[config.mk]
export PLATFORM = sky130hd
export DESIGN_NAME = fp64_cmp
export DESIGN_NICKNAME = d
export VERILOG_FILES = /design/src/rtl/fp64_cmp_pkg.sv /design/src/rtl/fp64_cmp_ctrl.sv /design/src/rtl/fp64_cmp_dp.sv /design/src/rtl/fp64_cmp.sv
export SDC_FILE = /design/constraint.sdc
export NUM_CORES = 1
export LEC_CHECK = 0
export CAP_MARGIN = 20
export CORE_MARGIN = 4
export CORE_UTILIZATION = 47
export CTS_BUF_LIST = sky130_fd_sc_hd__clkbuf_2 sky130_fd_sc_hd__clkbuf_4 sky130_fd_sc_hd__clkbuf_8
export DETAILED_ROUTE_END_ITERATION = 6
export GPL_TIMING_DRIVEN = 0
export PLACE_DENSITY_LB_ADDON = 0.05
export SLEW_MARGIN = 20
export SYNTH_ARGS = -nofsm -noshare
export SYNTH_HDL_FRONTEND = slang
export SYNTH_HIERARCHICAL = 1
export SYNTH_SLANG_ARGS = --single-unit
[constraint.sdc]
create_clock -name clk -period 9.5 [get_ports clk]
set_input_delay 1.9 -clock clk [delete_from_list [all_inputs] [get_ports clk]]
set_output_delay 1.9 -clock clk [all_outputs]
set_load 0.01 [all_outputs]
[src/rtl/fp64_cmp_pkg.sv]
package fp64_cmp_pkg;
  localparam int unsigned FP_W   = 64;
  localparam int unsigned EXP_W  = 11;
  localparam int unsigned FRAC_W = 52;
  localparam int unsigned CC_W   = 4;

  localparam logic [CC_W-1:0] CC_LT = 4'b1000;
  localparam logic [CC_W-1:0] CC_GT = 4'b0100;
  localparam logic [CC_W-1:0] CC_EQ = 4'b0010;
  localparam logic [CC_W-1:0] CC_UN = 4'b0001;

  typedef struct packed {
    logic load;
    logic ordered;
    logic invEn;
  } ctrlStrobe_t;
endpackage

[src/rtl/fp64_cmp_ctrl.sv]
module fp64_cmp_ctrl
  import fp64_cmp_pkg::*;
(
  input  logic        clk,
  input  logic        rstN,
  input  logic        startIn,
  input  logic        ordMode,
  input  logic        invEnable,
  output ctrlStrobe_t strobe,
  output logic        doneOut
);
  always_comb begin
    strobe.load    = startIn;
    strobe.ordered = ordMode;
    strobe.invEn   = invEnable;
  end

  always_ff @(posedge clk) begin
    if (!rstN) doneOut <= 1'b0;
    else       doneOut <= startIn;
  end

  // done follows start by one cycle
  a_r2_done_latency: assert property (@(posedge clk) disable iff (!rstN)
    startIn |=> doneOut);
  a_r2_done_only_after_start: assert property (@(posedge clk) disable iff (!rstN)
    !startIn |=> !doneOut);
endmodule

[src/rtl/fp64_cmp_dp.sv]
module fp64_cmp_dp
  import fp64_cmp_pkg::*;
#(
  parameter int unsigned W  = FP_W,
  parameter int unsigned EW = EXP_W,
  parameter int unsigned FW = FRAC_W
) (
  input  logic            clk,
  input  logic            rstN,
  input  ctrlStrobe_t     strobe,
  input  logic [W-1:0]    opA,
  input  logic [W-1:0]    opB,
  output logic [CC_W-1:0] ccOut,
  output logic [CC_W-1:0] classOut,
  output logic            snanOut,
  output logic            invCmpOut
);
  localparam int unsigned SIGN_BIT = W - 1;
  localparam int unsigned QBIT     = FW - 1;

  logic aExpOnes, bExpOnes, aFracNz, bFracNz;
  logic aNan, bNan, aSnan, bSnan, aQnan, bQnan;
  logic aZero, bZero;
  logic [W-1:0] keyA, keyB;
  logic ltRaw, gtRaw, eqRaw;
  logic [CC_W-1:0] ccNext;
  logic snanNext, invNext;

  always_comb begin
    aExpOnes = &opA[W-2 -: EW];
    bExpOnes = &opB[W-2 -: EW];
    aFracNz  = |opA[FW-1:0];
    bFracNz  = |opB[FW-1:0];
    aNan     = aExpOnes && aFracNz;
    bNan     = bExpOnes && bFracNz;
    aSnan    = aNan && !opA[QBIT];
    bSnan    = bNan && !opB[QBIT];
    aQnan    = aNan && opA[QBIT];
    bQnan    = bNan && opB[QBIT];
    aZero    = ~|opA[W-2:0];
    bZero    = ~|opB[W-2:0];
    keyA     = opA[SIGN_BIT] ? ~opA : {1'b1, opA[W-2:0]};
    keyB     = opB[SIGN_BIT] ? ~opB : {1'b1, opB[W-2:0]};
  end

  // magnitude compare always evaluated; NaN forces lt/gt/eq false
  always_comb begin
    eqRaw = !aNan && !bNan && ((aZero && bZero) || (keyA == keyB));
    ltRaw = !aNan && !bNan && !eqRaw && (keyA < keyB);
    gtRaw = !aNan && !bNan && !eqRaw && (keyA > keyB);
  end

  always_comb begin
    ccNext   = '0;
    snanNext = 1'b0;
    invNext  = 1'b0;
    if (aSnan || bSnan) begin
      snanNext  = 1'b1;
      ccNext[0] = 1'b1;
      if (strobe.ordered && !strobe.invEn) invNext = 1'b1;
    end else if ((aQnan || bQnan) && strobe.ordered) begin
      ccNext[0] = 1'b1;
      invNext   = 1'b1;
    end else if (aNan || bNan) begin
      ccNext[0] = 1'b1;
    end
    if (ltRaw)      ccNext = ccNext | CC_LT;
    else if (gtRaw) ccNext = ccNext | CC_GT;
    else if (eqRaw) ccNext = ccNext | CC_EQ;
  end

  always_ff @(posedge clk) begin
    if (!rstN) begin
      ccOut     <= '0;
      classOut  <= '0;
      snanOut   <= 1'b0;
      invCmpOut <= 1'b0;
    end else if (strobe.load) begin
      ccOut     <= ccNext;
      classOut  <= ccNext;
      snanOut   <= snanNext;
      invCmpOut <= invNext;
    end
  end

  // NaN operand gives exactly unordered
  a_r5_nan_unordered: assert property (@(posedge clk) disable iff (!rstN)
    (strobe.load && (aNan || bNan)) |=> (ccOut == CC_UN));
  // code is one-hot after any compare
  a_r3_onehot: assert property (@(posedge clk) disable iff (!rstN)
    strobe.load |=> ($countones(ccOut) == 1));
  // unordered mode never raises invalid-compare
  a_r9_unord_no_inv: assert property (@(posedge clk) disable iff (!rstN)
    (strobe.load && !strobe.ordered) |=> !invCmpOut);
  // class field mirrors code
  a_r10_class_eq_cc: assert property (@(posedge clk) disable iff (!rstN)
    $past(strobe.load) |-> (classOut == ccOut));
  // outputs hold without start
  a_r11_hold: assert property (@(posedge clk) disable iff (!rstN)
    !strobe.load |=> ($stable(ccOut) && $stable(snanOut) && $stable(invCmpOut)));
endmodule

[src/rtl/fp64_cmp.sv]
module fp64_cmp
  import fp64_cmp_pkg::*;
(
  input  logic        clk,
  input  logic        rstN,
  input  logic        startIn,
  input  logic [63:0] opA,
  input  logic [63:0] opB,
  input  logic        ordMode,
  input  logic        invEnable,
  output logic        resultValid,
  output logic [3:0]  condCode,
  output logic [3:0]  classField,
  output logic        flagSnan,
  output logic        flagInvCmp
);
  ctrlStrobe_t strobe;

  fp64_cmp_ctrl uCtrl (
    .clk(clk), .rstN(rstN), .startIn(startIn), .ordMode(ordMode),
    .invEnable(invEnable), .strobe(strobe), .doneOut(resultValid)
  );

  fp64_cmp_dp #(.W(FP_W), .EW(EXP_W), .FW(FRAC_W)) uDp (
    .clk(clk), .rstN(rstN), .strobe(strobe), .opA(opA), .opB(opB),
    .ccOut(condCode), .classOut(classField), .snanOut(flagSnan),
    .invCmpOut(flagInvCmp)
  );
endmodule

# Yosys cells after proc, flatten, opt, wreduce, memory -nomap -nowiden
# Cells that the tools add are included.
[word_totals]
input_bits = 133
output_inout_bits = 11
register_bits = 7
[classes]
bitwise = 2
muxes = 12
eq_ne = 1
n_reduce_logical = 32
n_lt_le_gt_ge = 2
[ops]
columns = ["cell", "n"]
rows = [
  ["64-bit 2-to-1 mux", 2],
  ["64-bit NOT", 2],
  ["63-bit OR reduction", 2],
  ["52-bit OR reduction", 2],
  ["64-bit equality test", 1],
  ["64-bit > comparator", 1],
  ["64-bit less-than comparator", 1],
  ["11-bit AND reduction", 2],
  ["1-bit logical AND", 14],
  ["1-bit zero test", 8],
  ["4-bit 2-to-1 mux", 2],
  ["1-bit 2-to-1 mux", 7],
  ["1-bit logical OR", 4],
  ["2-bit 2-to-1 mux", 1],
]

# Logic depth before layout (Yosys ltp)
[depth]
depth_word = 10
mapped_depth = 11

# Hierarchy
# Netlist, hierarchy kept.
[by_module_without_submodules]
columns = ["mod", "seq_area_each_um2", "area_per_inst_um2", "instances", "cells_per_inst"]
rows = [
  ["fp64_cmp_dp", 120.1, 3141.8, 1, 388],
  ["fp64_cmp_ctrl", 20.0, 48.8, 1, 5],
]

# Worst setup path after synthesis
# Ideal clock, no wire load.
[synth_timing]
path_type = "input-to-reg"
from = "in opA[63]"
to = "reg uDp.classOut[3]"
setup_time_ns = 0.117
path_stages = 10
path_buffers = 2
t_arrival_ns = 4.761
setup_slack_ns = 4.622
path_cell_list = "clkbuf_1 -> clkbuf_1 -> xor2_1 -> ha_1 -> nand4_2 -> nor4_4 -> nand4_1 -> or4_1 -> o31a_1 -> a32o_1"
[synth_between]
elab_chain_cells = 9
elab_cells_between_ends = 10
[synth_rtl]
columns = ["element", "line_no", "source"]
rows = [
  ["from (decl)", "fp64_cmp.sv:7", "input logic [63:0] opA,"],
  ["64-bit NOT", "fp64_cmp_dp.sv:42", "keyA = opA[SIGN_BIT] ? ~opA : {1'b1, opA[W-2:0]};"],
  ["64-bit 2-to-1 mux *", "fp64_cmp_dp.sv:42", ""],
  ["branches (longest 5 deep; another with 64-bit less-than comparator)", "-", ""],
  ["1-bit logical AND *", "fp64_cmp_dp.sv:49", "ltRaw = !aNan && !bNan && !eqRaw && (keyA < keyB);"],
  ["4-bit 2-to-1 mux *", "fp64_cmp_dp.sv:67", "if (ltRaw) ccNext = ccNext | CC_LT;"],
  ["to (signal assigned)", "fp64_cmp_dp.sv:80", "classOut <= ccNext;"],
  ["to (decl)", "fp64_cmp_dp.sv:14", "output logic [CC_W-1:0] classOut,"],
]
# Mark *: on every way between the ends.
# A chain may end at the register's enable or synchronous reset.

# Final worst setup path
[layout_timing]
from = "in opB[63]"
to = "reg uDp.classOut[3]"
[layout_between]
elab_chain_cells = 9
elab_cells_between_ends = 10
[layout_rtl]
columns = ["element", "line_no", "source"]
rows = [
  ["from (decl)", "fp64_cmp.sv:8", "input logic [63:0] opB,"],
  ["64-bit NOT", "fp64_cmp_dp.sv:43", "keyB = opB[SIGN_BIT] ? ~opB : {1'b1, opB[W-2:0]};"],
  ["64-bit 2-to-1 mux *", "fp64_cmp_dp.sv:43", ""],
  ["branches (longest 5 deep; another with 64-bit less-than comparator)", "-", ""],
  ["1-bit logical AND *", "fp64_cmp_dp.sv:49", ""],
  ["4-bit 2-to-1 mux *", "fp64_cmp_dp.sv:67", ""],
]
# Marked as above.

==> reports/metrics.cfg <==
[status]
status = finished, final reports clean

[yosys]
synth_compound_area_share_pct = 10.55
ys.flop_type = dfxtp_1
netlist_instances = 393
synth_cell_type_count = 39
synth-edff-count = 0
async_reset_ff_share_pct = 0
yosys_warnings = 6
synth-xor-area-share_pct = 34.59
synth_top_area_cell = ha_1
avgSynthCellArea_um2 = 8.118
yosys.area_share.simple_pct = 21.18
synth_top_family_by_area = XOR/XNOR gates
syn_nets = 590
ys_seq_area_share_pct = 4.392
synthMuxAreaShare_pct = 0.3137
syn-cell-area_um2 = 3191
yosysTopAreaCellShare_pct = 25.10
synth-seq-cells = 7
synth_area_leaders = ha_1 25%, xnor2_1 17%, xor2_1 17%, nor4_1 6.5%, dfxtp_1 4.4%
yosys.area_share.adder_pct = 25.10

[floorplan]
die_area_um2 = 8170
rows = 29
coreArea_um2 = 6459
die_w_um = 90.39
die_y_um = 90.39
initial_core_util_pct = 49.40
io_pins = 144

[cts]
cts_sinks = 7
clk_pin_slew_ps = 40
cts_resized = 0
cts_setup_buffers = 0
hold_buffers = 0
cts_max_level = 1
clk_latency_ps = 230
cts-root-buf = clkbuf_8
cts_tree = built
numCtsBuffers = 3
clk_path_buf_depth = 2

[pwr]
total_power_uw = 328.7
p_leak_nw = 1.868
pwr_density_cell_nw_per_um2 = 69.38
peakVddDrop_mv = 0.04258

[drt]
firstDrtPassIters = 4
drt_wl_total_um = 10020
vias = 3450
routedWlPerCell_um = 16.32
drc = 0
drtIter0Drc = 103
viasPerCell = 5.619
ant_nets = 0

[setup_path]
path_cells = clkdlybuf4s50_1 > clkbuf_1 > buf_1 > xnor2_1 > ha_1 > nand4_2 > nor4_4 > nand4_1 > or4_1 > o31a_1 > a32o_1
end_kind = flip-flop
critical_path_class = in -> reg
critical_path.top_delay_family = buffers and inverters
arrival_ps = 5790
critical_path_required_ps = 9620
critPathLaunchType = input pin
cp_max_fo = 10
critPathSlowestCell = buf_1
critPathMaxStageDelay_ps = 640
critical_path_buf_inv_count = 3

[place]
gp_congestion = 0.8783
dp_worst_setup_slack_ps = 3569
io_buffers = 140
hpwl_um = 8871
dp.cells = 610

[finish]
fin_cells = 614
antenna_cells = 0
drive_above_1_share_pct = 2.607
nets = 735
fillers = 560
area_growth_pct = 48.47
utilization_pct = 73.34

[grt]
grt_max_degree = 11
antenna_found_initial = 0
grt_pass1_vias = 3618
overflow = 0
track_usage_pct = 23.48
grt_pass1_wl_um = 16320

[sta]
tightest_slew_ps = 766.8
fin_crit_ps = 5671
hold_viol_final = 0
finalCritPeriodShare_pct = 59.70
slew_viol_final = 0
fin_skew_ps = 0
timing.final.ws_setup_ps = 3829
setup_viol_count_final = 0
clock.fmax_mhz = 176.3
tns_ps = 0
rsz0062_at_grt = no
slew_headroom_pct = 48.88

[job]
cap_violations = 0

[min_path]
hold_path.class = reg -> reg

-- where the power goes --
group / switching [mW] / internal, mW
clock network: 0.0127 / 0.0319
logic: 0.118 / 0.134
registers: 0.000921 / 0.0312
total: 0.132 / 0.197
-- worst paths after layout --
check | start | end | slack, ps | cells after the start
setup / recovery | opB[63] | uDp/classOut[3] | 3830 | 11
hold / removal | uDp/snanOut | uDp/snanOut | 470 | 1
setup reg to reg | uDp/classOut[3] | uDp/classOut[3] | 8740 | 2
hold reg to reg | uDp/snanOut | uDp/snanOut | 470 | 1
-- cell usage in the layout, fill, tap and decap left out, types with 2 or more instances in the layout --
cell,netlist,final
nand4_1,17,17
a21o_1,3,3
inv_1,4,4
buf_4,7,7
o211a_1,2,2
nand2_1,22,22
or4_1,5,5
nor2_1,8,8
xnor2_1,63,63
clkbuf_8,0,3
and2_1,2,2
a221oi_1,4,4
clkdlybuf4s50_1,0,140
nor2b_1,2,2
clkbuf_1,10,10
nor3_1,3,3
buf_1,5,5
o22ai_1,2,2
o21ai_0,9,9
a211oi_1,3,3
a21oi_1,23,23
nor4_1,33,33
o211ai_1,2,2
ha_1,64,64
nand4_2,2,2
nand3_1,13,13
xor2_1,63,63
and4_1,3,3
dfxtp_1,7,7
-- sequential cells by signal, summed over array words and instances, names as in the netlist --
register and count:
uCtrl/doneOut 1, uDp/classOut 4, uDp/invCmpOut 1, uDp/snanOut 1
-- per-stage QoR --
step	hold WS [ps]	area, µm²
3_5_place_dp	465.3	4688
5_1_grt	499.8	4737
6_report	472.6	4737
2_1_floorplan	501.3	3191
3_3_place_gp	459.8	4688
4_1_cts	474.5	4737
-- cell families (layout without fill, tap and decap cells) --
kind of cell,Yosys count,after routing
and+or+nand+nor,115,115
adders and majority gates,64,64
buffers and inverters,26,170
muxes,1,1
AOI/OAI and AO/OA,54,54
DFF,7,7
xor gates and xnor gates,126,126
-- routing by layer --
layer | wire length (µm) | part of all wire, % | global-route usage [%]
met2 | 5086 | 51 | 44.56
met4 | 154 | 1.5 | 5.357
met3 | 627 | 6.3 | 4.250
met1 | 4152 | 41 | 26.99
met5 | 0 | 0 | 0
-- Yosys cell counts, types with 7 or more instances --
cell type	instances
xnor2_1	63
xor2_1	63
dfxtp_1	7
nand2_1	22
nand3_1	13
nor2_1	8
a21oi_1	23
ha_1	64
clkbuf_1	10
buf_4	7
nand4_1	17
nor4_1	33
o21ai_0	9
-- final cells by class --
cell class / instances / area [µm²] / share of cell area, %
plain buffers: 22 / 108.9 / 2.298
multi-input cells: 360 / 2927 / 61.78
clock buffers: 4 / 48.80 / 1.030
inverters: 4 / 15.01 / 0.3170
flip-flops and latches: 7 / 140.1 / 2.958
repair buffers: 140 / 1401 / 29.58
well taps: 77 / 96.34 / 2.034
Power figures use the tool's default switching activity.
